<file path="config.mk">
export PLATFORM = sky130hd
export DESIGN_NAME = ham_sector_fix
export DESIGN_NICKNAME = d
export VERILOG_FILES = /design/src/rtl/ham_sector_fix.sv
export SDC_FILE = /design/constraint.sdc
export NUM_CORES = 1
export LEC_CHECK = 0
export ABC_CLOCK_PERIOD_IN_PS = 2190
export BUFFER_PORTS_ARGS = -buffer_cell sky130_fd_sc_hd__buf_2
export CAP_MARGIN = 15
export CELL_PAD_IN_SITES_DETAIL_PLACEMENT = 1
export CELL_PAD_IN_SITES_GLOBAL_PLACEMENT = 2
export CORE_ASPECT_RATIO = 0.8
export CORE_MARGIN = 1.5
export CORE_UTILIZATION = 30
export CTS_CLUSTER_DIAMETER = 150
export DETAILED_ROUTE_END_ITERATION = 10
export GPL_TIMING_DRIVEN = 0
export PLACE_DENSITY_LB_ADDON = 0.1
export SLEW_MARGIN = 0
export SYNTH_ARGS = -nofsm -noshare
export SYNTH_HDL_FRONTEND = slang
export SYNTH_SLANG_ARGS = --single-unit
</file>
<file path="constraint.sdc">
create_clock -name clk -period 2.19 [get_ports clk]
set_input_delay 0 -clock clk [delete_from_list [all_inputs] [get_ports clk]]
set_output_delay 0 -clock clk [all_outputs]
set_load 0.1 [all_outputs]
</file>
<file path="src/rtl/ham_sector_fix.sv">
module ham_sector_fix (
  input  logic        clk,
  input  logic        rst_n,
  input  logic        start,
  input  logic [23:0] stored_code,
  input  logic [23:0] calc_code,
  output logic        busy,
  output logic        done,
  output logic [1:0]  status,
  output logic        mem_en,
  output logic        mem_we,
  output logic [8:0]  mem_addr,
  output logic [7:0]  mem_wdata,
  input  logic [7:0]  mem_rdata
);

  localparam logic [31:0] ERASED_WORD = 32'h0FFF_0FFF;
  localparam int          PAIR_BITS   = 12;

  typedef enum logic [2:0] {S_IDLE, S_SUM1, S_SUM2, S_DEC, S_WR} state_t;

  function automatic logic [31:0] repack(input logic [23:0] c);
    return {4'h0, c[23:20], c[15:8], 4'h0, c[19:16], c[7:0]};
  endfunction

  state_t      state;
  logic [31:0] rp_st, rp_cl, syn;
  logic [2:0]  part [4];
  logic [4:0]  ones;
  logic [23:0] live;
  logic        correctable;
  logic [1:0]  verdict;

  assign live = {syn[27:16], syn[11:0]};
  assign busy = (state != S_IDLE);

  always_ff @(posedge clk) begin
    if (!rst_n) begin
      state  <= S_IDLE;
      rp_st  <= '0;
      rp_cl  <= '0;
      syn    <= '0;
      ones   <= '0;
      done   <= 1'b0;
      status <= 2'd0;
      for (int g = 0; g < 4; g++) part[g] <= '0;
    end else begin
      done <= 1'b0;
      case (state)
        S_IDLE: if (start) begin
          rp_st <= repack(stored_code);
          rp_cl <= repack(calc_code);
          syn   <= repack(stored_code) ^ repack(calc_code);
          state <= S_SUM1;
        end
        S_SUM1: begin
          for (int g = 0; g < 4; g++)
            part[g] <= 3'($countones(live[g*6 +: 6]));
          state <= S_SUM2;
        end
        S_SUM2: begin
          ones  <= 5'(part[0]) + 5'(part[1]) + 5'(part[2]) + 5'(part[3]);
          state <= S_DEC;
        end
        S_DEC: begin
          if (correctable) state <= S_WR;
          else begin
            state  <= S_IDLE;
            done   <= 1'b1;
            status <= verdict;
          end
        end
        S_WR: begin
          state  <= S_IDLE;
          done   <= 1'b1;
          status <= 2'd1;
        end
        default: state <= S_IDLE;
      endcase
    end
  end

  assign correctable = (syn != 32'd0) && (ones == 5'(PAIR_BITS));

  always_comb begin
    if (syn == 32'd0)                               verdict = 2'd0;
    else if (ones == 5'(PAIR_BITS))                 verdict = 2'd1;
    else if (ones == 5'd1)                          verdict = 2'd2;
    else if (rp_st == ERASED_WORD && rp_cl == '0)   verdict = 2'd0;
    else                                            verdict = 2'd3;
  end

  assign mem_en    = (state == S_DEC && correctable) || (state == S_WR);
  assign mem_we    = (state == S_WR);
  assign mem_addr  = syn[27:19];
  assign mem_wdata = mem_rdata ^ (8'h01 << syn[18:16]);

  p_busy_after_start_r7: assert property (@(posedge clk) disable iff (!rst_n)
    (start && !busy) |=> busy);
  p_done_pulse_r7: assert property (@(posedge clk) disable iff (!rst_n)
    done |=> !done);
  p_status_hold_r8: assert property (@(posedge clk) disable iff (!rst_n)
    !done |-> $stable(status));
  p_write_after_read_r9: assert property (@(posedge clk) disable iff (!rst_n)
    mem_we |-> $past(mem_en && !mem_we));
  p_write_same_addr_r9: assert property (@(posedge clk) disable iff (!rst_n)
    mem_we |-> (mem_addr == $past(mem_addr)));
  p_corrected_wrote_r3: assert property (@(posedge clk) disable iff (!rst_n)
    (done && status == 2'd1) |-> $past(mem_we));
  p_no_touch_r4: assert property (@(posedge clk) disable iff (!rst_n)
    (done && status != 2'd1) |-> !$past(mem_en));
  p_idle_quiet_r1: assert property (@(posedge clk) disable iff (!rst_n)
    !busy |-> !mem_en);

endmodule

</file>
# After elaboration in Yosys (flattened, before gate mapping)
# Memories as Yosys holds them, arrays and structs flattened.
# Cells that the tools add are included.
[word_totals]
ram_bits = 12
out_inout_bits = 23
memories = 1
inputBits = 59
reg_bits = 91
[classes]
n_reduce_logical = 12
n_addsub = 23
bitwise_logic = 6
mux = 19
n_eq_ne = 9
shift = 1
[memory_table]
columns = ["name", "words", "width", "read_ports", "rd_ports_with_merged_regs", "wr", "line_no", "source"]
rows = [
  ["part", 4, 3, 4, 0, 4, "28", "logic [2:0] part [4];"],
]
[op_table]
columns = ["operator", "count"]
rows = [
  ["logical NOT 32 bit", 2],
  ["nonzero test 32 bit", 1],
  ["bitwise XOR 28 bit", 1],
  ["adder 1 x 1 -> 2 bit", 12],
  ["== test 24 bit (second input constant)", 1],
  ["2-to-1 mux 3 bit", 6],
  ["adder 2 x 2 -> 3 bit", 4],
  ["adder 3 x 2 -> 3 bit", 4],
  ["case mux 3 bit (4 select lines)", 1],
  ["2-to-1 mux 2 bit", 5],
  ["<< shifter 1 x 3 -> 8 bit (first input constant)", 1],
  ["bitwise XOR 8 bit", 1],
  ["== test 3 x 2 -> 1 bit (second input constant)", 2],
  ["adder 4 x 3 -> 5 bit", 1],
  ["adder 5 x 3 -> 5 bit", 1],
  ["== test 5 x 1 -> 1 bit (second input constant)", 1],
  ["== test 5 x 4 -> 1 bit (second input constant)", 1],
  ["2-to-1 mux 1 bit", 5],
  ["adder 3 x 3 -> 4 bit", 1],
  ["inequality test 2 bit (second input constant)", 2],
  ["bitwise OR 1 bit", 4],
  ["case mux 2 bit (2 select lines)", 1],
  ["AND reduction 2 bit", 2],
  ["== test 3 x 1 -> 1 bit (second input constant)", 1],
  ["other kinds (7)", 9],
]

# Logic depth before layout (Yosys ltp)
[depth]
depth_word = 8
ltp_mapped = 10

# Worst setup path before layout
# No wires, ideal clock.
[synth_timing]
kind = "register to register"
start = "memory part[2][1]"
end = "register ones[3]"
path_buffers = 0
setup_time_ns = 0.128
arrival_ns = 2.264
path_slack_ns = -0.201
path_stages_with_launch = 11
required_ns = 2.062
path_cell_list = "edfxtp_1 > inv_1 > fa_1 > inv_1 > fa_1 > ha_1 > inv_1 > fa_1 > xnor2_1 > mux2i_1 > nor2_1"
[synth_rtl]
columns = ["item", "line_no", "source"]
rows = [
  ["start: declaration", "28", ""],
  ["end signal: assignment", "62", "ones <= 5'(part[0]) + 5'(part[1]) + 5'(part[2]) + 5'(part[3]);"],
  ["end: declaration", "29", "logic [4:0] ones;"],
]

==> results.rst <==
.. list-table::
   :header-rows: 1

   * - Metric
     - Value
   * - Number of nets with antenna violations after routing
     - 0
   * - Vias in the first global route
     - 4325
   * - Worst reg2reg startpoint
     - part[2][1]$_SDFFCE_PN0P_
   * - Cell area after placement
     - 5440 sq um
   * - Final setup margin
     - -0.261 ns
   * - Root buffer cell
     - clkbuf_16
   * - Routability congestion estimate from global placement
     - 0.806
   * - Final global-route overflow total
     - 0
   * - Launch point of the worst hold path
     - mem_rdata[3]
   * - Register bit count reported by yosys
     - 95
   * - Wirelength, routed
     - 14500 microns
   * - Warning count from the yosys run
     - 0
   * - Worst setup path startpoint
     - part[2][1]$_SDFFCE_PN0P_
   * - Number of H-tree branching levels
     - 3
   * - Maximum clock frequency
     - 408 MHz
   * - Overall via count from detail_route
     - 4080
   * - Total power
     - 4.97 mW
   * - Unique masters post-synth
     - 44
   * - Total of buffers placed on input and output ports
     - 81
   * - Synth Area per Inst
     - 8.79 sq um
   * - Final Instance Area
     - 6370 sq um
   * - CTS buffer count
     - 9
   * - R2r setup slk
     - -0.26 ns
   * - Share of synthesized area occupied by flip-flops and latches
     - 43.0%
   * - Critical path peak fanout
     - 2
   * - Area added between synthesis and finish
     - 35.4%
   * - Diodes inserted
     - 0
   * - Clk buf depth
     - 2
   * - Static Leakage
     - 2.65 nW
   * - PwrDens
     - 781 nW/um^2
   * - CTS tree
     - built
   * - Nature of the critical path endpoint
     - flop
   * - Final Hold Slack
     - 0.428 ns
   * - Number of placement rows
     - 40
   * - CP max-delay cell
     - fa_1
   * - Share of post-route cells with drive strength above 1
     - 23.9%
   * - 1st-pass router iterations
     - 4
   * - Number of buffers and inverters on the critical path
     - 3
   * - Launching element type of the critical path
     - flop
   * - Number of placed instances with taps included
     - 826
   * - Max transition margin
     - 57.3%
   * - Total of endpoints with negative setup slack in the final report
     - 8
   * - Setup repair after global routing missed its margin
     - true
   * - Tot GR Track Use
     - 18.6%
   * - Synth Net Count
     - 627
   * - Average vias per placed instance
     - 4.54
   * - Final Hold Violating Endpoints
     - 0
   * - Endpoint required time on the critical path
     - 2.41 ns
   * - Final TNS setup
     - -1.45 ns
   * - Failing checks
     - negative setup slack
   * - Initial cell density of the core
     - 31.0%
   * - Routed length per placed instance
     - 16.1 microns
   * - Die span in x
     - 143 microns
   * - Result of the run
     - finished, violations left
   * - Y dimension of the die
     - 115 microns
   * - Boundary Pins
     - 82
   * - Clock Skew
     - 0.00802 ns
   * - Synthesized netlist cell count
     - 535
   * - Period Utilization, post-route
     - 112%
   * - Series of cell instances along the critical path
     - inv_2 > fa_1 > inv_1 > fa_1 > ha_2 > inv_2 > fa_2 > xnor2_1 > mux2i_1 > nor2_1
   * - Clock Pin Slew Worst Setup and Hold Paths
     - 0.07 ns
   * - Post-synthesis cell area
     - 4700 sq um
   * - Critical path start-end classification
     - reg -> reg
   * - Final net count
     - 776
   * - Clock insertion delay at the later pin of the skew report
     - 0.35 ns
   * - Max IR drop VDD
     - 465 uV
   * - Largest net degree at the start of global routing
     - 17
   * - Remaining design rule violation count
     - 0
   * - Total count of max-transition violations in the final report
     - 0
   * - Die footprint
     - 16400 sq um
   * - Clock sink count
     - 95
   * - Max capacitance violation total
     - 0
   * - Global-route wire length before repair
     - 22800 microns
   * - Peak per-stage delay on the critical path
     - 0.52 ns
   * - Post-layout instance count excluding filler cells
     - 899
   * - Arr. time, crit path
     - 2.67 ns
   * - Number of antenna violations at the first check in global routing
     - 0
   * - Post-route minimum period
     - 2.45 ns
   * - Final-layout fill cell count
     - 1796
   * - First DRT Iteration DRCs
     - 147
   * - Standard cell core area
     - 15200 sq um
   * - Cell family with the largest share of critical-path delay
     - adder cells
   * - Class of the most critical hold timing path
     - in -> out
   * - HPWL after detailed placement
     - 11100 microns
   * - Slew at the pin closest to its max-slew limit
     - 0.641 ns
==> state kept, by name, summed over array words and instances, names as in the netlist <==
name / flops
part: 12
rp_st: 24
state: 3
syn: 24
ones: 5
status: 2
done: 1
rp_cl: 24
==> logic make-up after synthesis <==
group,Yosys count,synth area share [%]
AOI/OAI and AO/OA,92,11.6
muxes,3,0.638
and+or+nand+nor,194,19.3
buffers and inverters,85,7.69
xor gates and xnor gates,33,6.15
adders and majority gates,33,11.7
DFF,95,43.0
==> synthesized netlist by cell type <==
cell type / count / share of area, %
a211o_1: 1 / 0.19
a211oi_1: 25 / 4.0
a21o_1: 2 / 0.32
a21oi_1: 53 / 5.6
and2_1: 9 / 1.2
and3b_1: 1 / 0.19
and4_2: 1 / 0.21
and4b_1: 2 / 0.43
buf_2: 7 / 0.74
buf_4: 9 / 1.4
clkbuf_1: 21 / 1.7
dfxtp_1: 83 / 35
edfxtp_1: 12 / 7.7
fa_1: 18 / 7.7
ha_1: 15 / 4.0
inv_1: 46 / 3.7
inv_2: 2 / 0.16
mux2i_1: 3 / 0.64
nand2_1: 107 / 8.5
nand2b_1: 6 / 0.80
nand3_1: 3 / 0.32
nand3b_1: 1 / 0.16
nand4_1: 4 / 0.53
nand4_2: 1 / 0.27
nand4b_1: 1 / 0.19
nor2_1: 38 / 3.0
nor3_1: 1 / 0.11
nor3b_1: 1 / 0.16
nor3b_2: 1 / 0.27
nor4_1: 7 / 0.93
nor4b_1: 5 / 0.93
nor4b_2: 1 / 0.32
nor4bb_1: 1 / 0.21
o2111ai_1: 1 / 0.19
o211ai_1: 2 / 0.32
o21ai_0: 3 / 0.32
o21ai_1: 3 / 0.32
o22ai_1: 1 / 0.13
o31ai_1: 1 / 0.16
or2_1: 1 / 0.13
or4_1: 1 / 0.16
or4_4: 1 / 0.24
xnor2_1: 17 / 3.2
xor2_1: 16 / 3.0
==> layout by cell type (no fill, tap or decap), types with 3 or more instances in the layout <==
cell	n
nand2_1	106
buf_2	87
inv_2	5
clkbuf_1	21
fa_1	13
xnor2_2	7
dfxtp_1	74
and2_1	8
a211oi_1	25
ha_1	12
ha_2	3
edfxtp_1	12
nor2_1	35
nor4_1	6
buf_4	16
fa_2	5
o21ai_0	3
nor4b_1	4
xnor2_1	10
clkbuf_16	9
nand3_1	3
mux2i_1	3
inv_1	43
dfxtp_2	7
nand4_1	4
dlygate4sd3_1	50
nand2b_1	6
nor2_2	3
xor2_1	16
a21oi_1	52
==> worst register-to-register path: cells and delay by family, from the launching register on <==
family / cells / cell delay [ns]
xor+xnor: 1 / 0.15
fa+ha+maj: 4 / 1.52
mux: 1 / 0.14
simple gates: 1 / 0.05
buf+inv: 3 / 0.14
flops: 1 / 0.34
==> stage by stage <==
step | utilization (%) | setup slack [ns]
floorplan | - | -0.133
global placement | 35.9 | -0.259
detailed placement | 35.9 | -0.280
CTS | 41.8 | -0.278
global route | 42.0 | -0.368
finish | 42.0 | -0.261
==> metal layers <==
layer	up-vias	global-route usage, %	part of all wire [%]
met1	1941	24.9	49
met2	78	30.2	46
met4	0	5.22	1.6
li1	2044	-	-
met5	-	0	0
met3	17	4.33	3.6
==> path summary, 6_finish.rpt <==
path,end,cells past startpoint
hold reg to reg,rp_st[2]$_SDFFE_PN0P_,2
setup / recovery,ones[3]$_SDFFE_PN0P_,10
hold / removal,mem_wdata[3],3
setup reg to reg,ones[3]$_SDFFE_PN0P_,10
==> cell type report <==
class | instances | area [sq um] | area share (%)
Multi-Input combinational cell | 355 | 2440 | 38.4
Clock inverter | 6 | 67.6 | 1.06
Sequential cell | 95 | 2040 | 32.0
Tap cell | 210 | 263 | 4.13
Buffer | 37 | 183 | 2.87
Clock buffer | 10 | 229 | 3.60
Timing Repair Buffer | 138 | 965 | 15.2
Inverter | 48 | 180 | 2.83
==> power breakdown <==
group          switching (mW)  internal [mW]  total, mW  leakage [nW]
Combinational           0.875          0.487       1.36          1.69
Clock                   0.707          0.893       1.60         0.144
Sequential              0.102           1.91       2.01         0.813
Total                    1.68           3.29       4.97          2.65
==> what timing repair did <==
| item | in CTS | in global routing |
|---|---|---|
| hold buffers | 50 | 0 |
| endpoints found under the hold margin | 54 | 0 |
| resized for setup | 21 | 7 |
| pin swaps | 11 | 2 |
| setup endpoints to repair | 14 | 22 |
| setup buffers | 5 | 1 |
Note: power is estimated with default switching activity, not from simulation.
